$ cat src/rtl/dirhome_pkg.sv
package dirhome_pkg;
   // request kinds; a response reuses the code of the request it answers
   localparam logic [1:0] K_READ  = 2'd0;
   localparam logic [1:0] K_WRITE = 2'd1;
   localparam logic [1:0] K_EVICT = 2'd2;
   // probe kinds; an acknowledgement repeats the probe's code
   localparam logic [1:0] P_INV   = 2'd0;
   localparam logic [1:0] P_WB    = 2'd1;
   localparam logic [1:0] P_INVWB = 2'd2;

   typedef enum logic [1:0] {S_IDLE, S_PROBE, S_DONE} home_st_e;
endpackage

$ cat src/rtl/dirhome_pick.sv
module dirhome_pick #(
   parameter int N = 32,
   localparam int CW = (N > 1) ? $clog2(N) : 1
) (
   input  logic [N-1:0]  vec,
   output logic          any,
   output logic [CW-1:0] idx
);
   // lowest set bit wins, so probes leave in ascending client order
   always_comb begin
      idx = '0;
      for (int i = N - 1; i >= 0; i--) begin
         if (vec[i]) idx = CW'(i);
      end
   end
   assign any = |vec;
endmodule

$ cat src/rtl/dirhome_store.sv
module dirhome_store #(
   parameter int NCLI  = 32,
   parameter int NLINE = 8,
   localparam int LW = (NLINE > 1) ? $clog2(NLINE) : 1,
   localparam int EW = NCLI + 2
) (
   input  logic          clk,
   input  logic          rst_n,
   input  logic [LW-1:0] rd_line,
   output logic [EW-1:0] rd_ent,
   input  logic [LW-1:0] pk_line,
   output logic [EW-1:0] pk_ent,
   input  logic          wr_en,
   input  logic [LW-1:0] wr_line,
   input  logic [EW-1:0] wr_ent
);
   // entry layout: {written, exclusive, presence[NCLI-1:0]}
   logic [EW-1:0] ent_all [NLINE];

   for (genvar l = 0; l < NLINE; l++) begin : g_line
      logic [EW-1:0] ent_q;
      always_ff @(posedge clk or negedge rst_n) begin
         if (!rst_n)                             ent_q <= '0;
         else if (wr_en && wr_line == LW'(l))    ent_q <= wr_ent;
      end
      assign ent_all[l] = ent_q;
   end

   assign rd_ent = ent_all[rd_line];
   assign pk_ent = ent_all[pk_line];


   wr_lands_chk: assert property (@(posedge clk) disable iff (!rst_n)
      wr_en |=> ent_all[$past(wr_line)] == $past(wr_ent));
endmodule

$ cat src/rtl/dirhome_ctrl.sv
module dirhome_ctrl
   import dirhome_pkg::*;
#(
   parameter int NCLI  = 32,
   parameter int NLINE = 8,
   localparam int CW = $clog2(NCLI),
   localparam int LW = (NLINE > 1) ? $clog2(NLINE) : 1
) (
   input  logic            clk,
   input  logic            rst_n,
   input  logic            req_valid,
   output logic            req_ready,
   input  logic [1:0]      req_kind,
   input  logic [CW-1:0]   req_client,
   input  logic [LW-1:0]   req_line,
   output logic            rsp_valid,
   output logic [1:0]      rsp_kind,
   output logic [CW-1:0]   rsp_client,
   output logic [LW-1:0]   rsp_line,
   output logic            prb_valid,
   output logic [1:0]      prb_kind,
   output logic [CW-1:0]   prb_client,
   output logic [LW-1:0]   prb_line,
   input  logic            ack_valid,
   input  logic [1:0]      ack_kind,
   input  logic [CW-1:0]   ack_client,
   input  logic [LW-1:0]   peek_line,
   output logic [NCLI-1:0] peek_holders,
   output logic            peek_excl,
   output logic            peek_written
);
   localparam int EW = NCLI + 2;

   initial begin
      prm_ncli_chk: assert (NCLI >= 2 && NCLI <= 32)
         else $error("NCLI must lie in 2..32");
      prm_nline_chk: assert (NLINE >= 2 && (NLINE & (NLINE - 1)) == 0)
         else $error("NLINE must be a power of two, at least 2");
   end

   home_st_e      st_q;
   logic [1:0]    kind_q, pkind_q;
   logic [CW-1:0] cli_q;
   logic [LW-1:0] line_q;
   logic [NCLI-1:0] todo_q, wait_q;

   logic [LW-1:0] rd_line;
   logic [EW-1:0] rd_ent, pk_ent, wr_ent;
   logic [NCLI-1:0] rd_vec, req_bit, cur_bit, others, targets;
   logic            rd_excl, rd_wr, accept;
   logic [1:0]      pk_sel;

   assign accept  = (st_q == S_IDLE) && req_valid;
   assign rd_line = (st_q == S_IDLE) ? req_line : line_q;
   assign rd_vec  = rd_ent[NCLI-1:0];
   assign rd_excl = rd_ent[NCLI];
   assign rd_wr   = rd_ent[NCLI+1];
   assign req_bit = NCLI'(1) << req_client;
   assign cur_bit = NCLI'(1) << cli_q;
   assign others  = rd_vec & ~req_bit;

   // probe plan for a request being accepted
   always_comb begin
      targets = '0;
      pk_sel  = P_INV;
      case (req_kind)
         K_READ: if (rd_excl) begin
            targets = others;
            pk_sel  = P_WB;
         end
         K_WRITE: begin
            targets = others;
            pk_sel  = rd_excl ? P_INVWB : P_INV;
         end
         default: ;
      endcase
   end

   // probe issue and acknowledgement tracking
   logic            pick_any;
   logic [CW-1:0]   pick_idx;
   logic [NCLI-1:0] issued, acked, wait_nx, todo_nx;

   dirhome_pick #(.N(NCLI)) u_pick (
      .vec (todo_q),
      .any (pick_any),
      .idx (pick_idx)
   );

   assign issued  = (st_q == S_PROBE && pick_any) ? (NCLI'(1) << pick_idx) : '0;
   assign acked   = (ack_valid && ack_kind == pkind_q) ? (NCLI'(1) << ack_client) : '0;
   assign wait_nx = (wait_q | issued) & ~acked;
   assign todo_nx = todo_q & ~issued;

   always_ff @(posedge clk or negedge rst_n) begin
      if (!rst_n) begin
         st_q    <= S_IDLE;
         kind_q  <= K_READ;
         pkind_q <= P_INV;
         cli_q   <= '0;
         line_q  <= '0;
         todo_q  <= '0;
         wait_q  <= '0;
      end else begin
         case (st_q)
            S_IDLE: if (accept) begin
               kind_q  <= req_kind;
               cli_q   <= req_client;
               line_q  <= req_line;
               todo_q  <= targets;
               pkind_q <= pk_sel;
               wait_q  <= '0;
               st_q    <= S_PROBE;
            end
            S_PROBE: begin
               todo_q <= todo_nx;
               wait_q <= wait_nx;
               if (todo_nx == '0 && wait_nx == '0) st_q <= S_DONE;
            end
            default: st_q <= S_IDLE;
         endcase
      end
   end

   // directory update at completion
   logic [NCLI-1:0] nvec;
   logic            nex, nwr;
   always_comb begin
      case (kind_q)
         K_READ: begin
            nvec = rd_vec | cur_bit;
            nex  = 1'b0;
            nwr  = rd_wr;
         end
         K_WRITE: begin
            nvec = cur_bit;
            nex  = 1'b1;
            nwr  = 1'b1;
         end
         default: begin
            nvec = rd_vec & ~cur_bit;
            nex  = rd_excl && (nvec != '0);
            nwr  = rd_wr;
         end
      endcase
   end
   assign wr_ent = {nwr, nex, nvec};

   dirhome_store #(.NCLI(NCLI), .NLINE(NLINE)) u_store (
      .clk     (clk),
      .rst_n   (rst_n),
      .rd_line (rd_line),
      .rd_ent  (rd_ent),
      .pk_line (peek_line),
      .pk_ent  (pk_ent),
      .wr_en   (st_q == S_DONE),
      .wr_line (line_q),
      .wr_ent  (wr_ent)
   );

   assign req_ready    = (st_q == S_IDLE);
   assign rsp_valid    = (st_q == S_DONE);
   assign rsp_kind     = kind_q;
   assign rsp_client   = cli_q;
   assign rsp_line     = line_q;
   assign prb_valid    = (st_q == S_PROBE) && pick_any;
   assign prb_kind     = pkind_q;
   assign prb_client   = pick_idx;
   assign prb_line     = line_q;
   assign peek_holders = pk_ent[NCLI-1:0];
   assign peek_excl    = pk_ent[NCLI];
   assign peek_written = pk_ent[NCLI+1];


   busy_after_accept_chk: assert property (@(posedge clk) disable iff (!rst_n)
      (req_valid && req_ready) |=> !req_ready);

   idle_after_rsp_chk: assert property (@(posedge clk) disable iff (!rst_n)
      rsp_valid |=> req_ready);

   no_self_probe_chk: assert property (@(posedge clk) disable iff (!rst_n)
      prb_valid |-> prb_client != rsp_client);

   rsp_after_acks_chk: assert property (@(posedge clk) disable iff (!rst_n)
      rsp_valid |-> (wait_q == '0 && todo_q == '0));

   evict_no_probe_chk: assert property (@(posedge clk) disable iff (!rst_n)
      prb_valid |-> kind_q != K_EVICT);
endmodule

$ cat config.mk
export PLATFORM = sky130hd
export DESIGN_NAME = dirhome_ctrl
export DESIGN_NICKNAME = d
export VERILOG_FILES = /design/src/rtl/dirhome_pkg.sv /design/src/rtl/dirhome_pick.sv /design/src/rtl/dirhome_store.sv /design/src/rtl/dirhome_ctrl.sv
export SDC_FILE = /design/constraint.sdc
export NUM_CORES = 1
export LEC_CHECK = 0
export ABC_AREA = 1
export BUFFER_PORTS_ARGS = -buffer_cell sky130_fd_sc_hd__buf_2
export CAP_MARGIN = 20
export CORE_MARGIN = 2
export CORE_UTILIZATION = 41
export DETAILED_ROUTE_END_ITERATION = 16
export SYNTH_ARGS = -nofsm -noshare
export SYNTH_HDL_FRONTEND = slang
export SYNTH_SLANG_ARGS = --single-unit
export TNS_END_PERCENT = 30
$ cat constraint.sdc
create_clock -name clk -period 3.32 [get_ports clk]
set_clock_uncertainty 0.15 [all_clocks]
set_input_delay 0.664 -clock clk [delete_from_list [all_inputs] [get_ports clk]]
set_output_delay 0.664 -clock clk [all_outputs]
set_load 0.02 [all_outputs]
==> summary.txt <==
Outcome
  – Run status: finished with violations
  – Failing checks: negative setup slack

Routing
  – Routed via count: 21400
  – WL final: 78.7 mm
  – DRC viols: 0
  – Avg WL per Cell: 21.1 um
  – DR vias/cell: 5.76
  – Post-route ant nets: 0
  – Initial DRC count: 2212
  – First-pass iteration count of the detailed router: 6

Power
  – Internal power: 11.4 mW
  – Clk pwr share: 24.8%
  – P_leak: 12.0 nW
  – Gate power share: 49.8%
  – Power per cell area: 758 nW/um2
  – Max IR drop VDD: 424 uV
  – Sequential power share: 25.4%
  – Sw Ratio: 41.7%
  – Sw Pwr: 8.15 mW

Synthesis
  – FFs w/ async S/R, synth: 100%
  – Top post-synthesis cells by count: 592 x nand2_1, 456 x o21ai_0, 350 x dfrtp_1
  – Syn. warnings: 0
  – Most instantiated library cell after synthesis: nand2_1
  – Syn nets: 2785
  – Syn Inst Count: 2761
  – Post-Syn Area per Cell: 7.35 um2
  – Sequential cell area fraction in the yosys report: 43.2%
  – Number of distinct library cells after synthesis: 35
  – Post-synth EDFFs: 0
  – Cell taking the most area after synthesis: dfrtp_1
  – Seq cells post-synth: 350
  – Largest cells by area after synthesis: dfrtp_1 43%, o21ai_0 11%, nand2_1 11%, inv_1 5.8%, nor2_1 4.4%
  – Post-synth top area share: 43.2%
  – Top FF cell, synth: dfrtp_1
  – Cell area after synthesis: 20300 um2

Place
  – Placed Area: 23600 um2
  – Placed insts: 3619
  – Post-DP HPWL: 52.1 mm
  – Place WS: -0.282 ns
  – Port bufs: 80
  – Final GP Congestion: 0.998

Worst setup path
  – Crit-path most repeated cell: nand2_1
  – Largest delay share family, worst path: simple AND/OR/NAND/NOR gates
  – Req. time, crit path: 2.51 ns
  – Worst setup SP type: register
  – Max stage delay on crit path: 0.38 ns
  – Critical Path Sink Type: primary output
  – Crit Path Class: reg -> out
  – Critical Path AT: 2.90 ns
  – Critical Path Slowest Stage Cell: dfrtp_1
  – WP buf/inv: 4
  – Crit-path max FO: 2

Global routing
  – GR Overflow Total: 0
  – Number of global-route vias before repair: 20500
  – Pin count of the biggest net entering global routing: 78
  – GRT Total Usage: 30.1%
  – Antenna violations before repair: 0
  – First-pass GRT wire length: 119 mm

Job
  – Max-cap violations: 0

STA
  – Setup ws final: -0.390 ns
  – Max-slew violation count: 0
  – Min Hold Slack: 0.152 ns
  – Max frequency: 270 MHz
  – RSZ-0062 raised after global routing: yes
  – Final setup fails: 7
  – Worst relative slew slack: 46.1%
  – Hold Vio Cnt, Final: 0
  – Tmin final: 3.71 ns
  – Worst-margin pin slew: 0.808 ns
  – Tcrit/Tclk final: 112%

Cells and area
  – N_diodes: 0
  – Final instance area: 25800 um2
  – Final net count: 3052
  – Syn-to-layout area delta: 27.3%
  – Share of layout cells above drive strength 1: 22.0%
  – Finished Layout Cells: 3721
  – Final Core Density: 52.9%

Clocking
  – Clk buf depth: 3
  – CTS Sinks: 350
  – Clock Pin Slew Worst Setup and Hold Paths: 0.06 ns
  – CTS tree: yes
  – Root Buffer: clkbuf_16
  – Clock Latency Late Sink: 0.59 ns
  – CTS buffer count: 43
  – # H-tree levels: 2

Floorplanning
  – Die span in y: 226 um
  – Die area: 51300 um2
  – # IOs: 81
  – CORE AREA: 48800 um2
  – Cell Rows: 81
  – Starting Density: 41.5%
  – Die width: 226 um

Worst hold path
  – HP Class: in -> reg
## power by group through the flow
| stage | sequential, mW | combinational, mW | clock, mW |
|---|---|---|---|
| floorplan | 4.96 | 4.06 | 0 |
| global placement | 5.01 | 8.63 | 0 |
| detailed placement | 5.03 | 8.65 | 0 |
| CTS | 4.95 | 8.87 | 4.91 |
| global route | 5.00 | 10.4 | 5.08 |
| finish | 4.97 | 9.75 | 4.85 |
## routing by layer
layer	vias to the layer above	track usage, %	routed length (um)
li1	9864	-	-
met1	10400	42.6	34400
met2	976	47.0	35400
met3	184	3.25	5930
met4	0	12.5	2950
met5	-	0	0
## cell type report
cell class | instances | area [um2]
clock buffers | 59 | 1210
clock inverters | 15 | 218
fillers | 4681 | 23000
inverters | 318 | 1210
multi-input cells | 1896 | 10100
flip-flops and latches | 350 | 8760
well taps | 664 | 831
repair buffers | 418 | 3450
repair inverters | 1 | 6.26
## per-stage QoR
stage / total power [mW] / TNS, ns
after floorplan: 9.02 / 0
after detailed placement: 13.7 / -1.09
after global routing: 20.5 / -9.38
after CTS: 18.7 / -1.12
after global placement: 13.6 / -0.908
final: 19.6 / -1.18
## cell usage in the layout (no fill, tap or decap), types with 29 or more instances in the layout
master / count
nand2_1: 579
o21ai_0: 403
dfrtp_1: 350
inv_1: 303
buf_4: 297
nor2_1: 218
a21oi_1: 109
nand3_1: 98
buf_2: 76
o221ai_1: 73
o21ai_1: 62
mux2_2: 62
clkbuf_16: 46
a31oi_1: 40
a221oi_1: 34
o211ai_1: 30
buf_12: 29
## flip-flops by register name, summed over array words and instances (netlist names)
register,flops
prb_kind,2
st_q,2
prb_line,3
rsp_client,5
todo_q,32
u_store.g_line.ent_q,272
wait_q,32
rsp_kind,2
## kinds of logic (layout without fill, tap and decap cells)
family	count (synthesis)	in the layout	synth area share [%]
flip-flops	350	350	43.2
buffers and inverters	515	811	9.62
AND/OR/NAND/NOR	992	992	19.6
XOR/XNOR	2	2	0.0864
multiplexers	62	62	3.44
AO/OA/AOI/OAI	840	840	24.0
## repair_timing
action | 4_1_cts | 5_1_grt
gates cloned | 0 | 4
gates resized for setup | 18 | 157
setup endpoints to repair | 11 | 78
hold endpoints to repair | 56 | 0
hold buffers | 1 | 0
pin swaps | 2 | 36
setup buffers | 5 | 19
## worst paths after layout
| check | startpoint | end | slack, ns | cells after the start |
|---|---|---|---|---|
| max reg2reg | todo_q[29] | st_q[0] | -0.32 | 42 |
| min | req_line[0] | prb_line[0] | 0.15 | 3 |
| max | todo_q[30] | prb_client[0] | -0.39 | 35 |
| max in group asynchronous | rst_n | wait_q[8] | 1.68 | 3 |
| min reg2reg | u_store.g_line[0].ent_q[27] | u_store.g_line[0].ent_q[27] | 0.35 | 2 |
| min in group asynchronous | rst_n | wait_q[23] | 0.51 | 2 |
## tightest hold or removal path, cell delays in order
cell	delay (ns)
buf_2	0.09
nand2_1	0.04
o21ai_0	0.06
No activity file was read; power rests on OpenSTA's default activity.
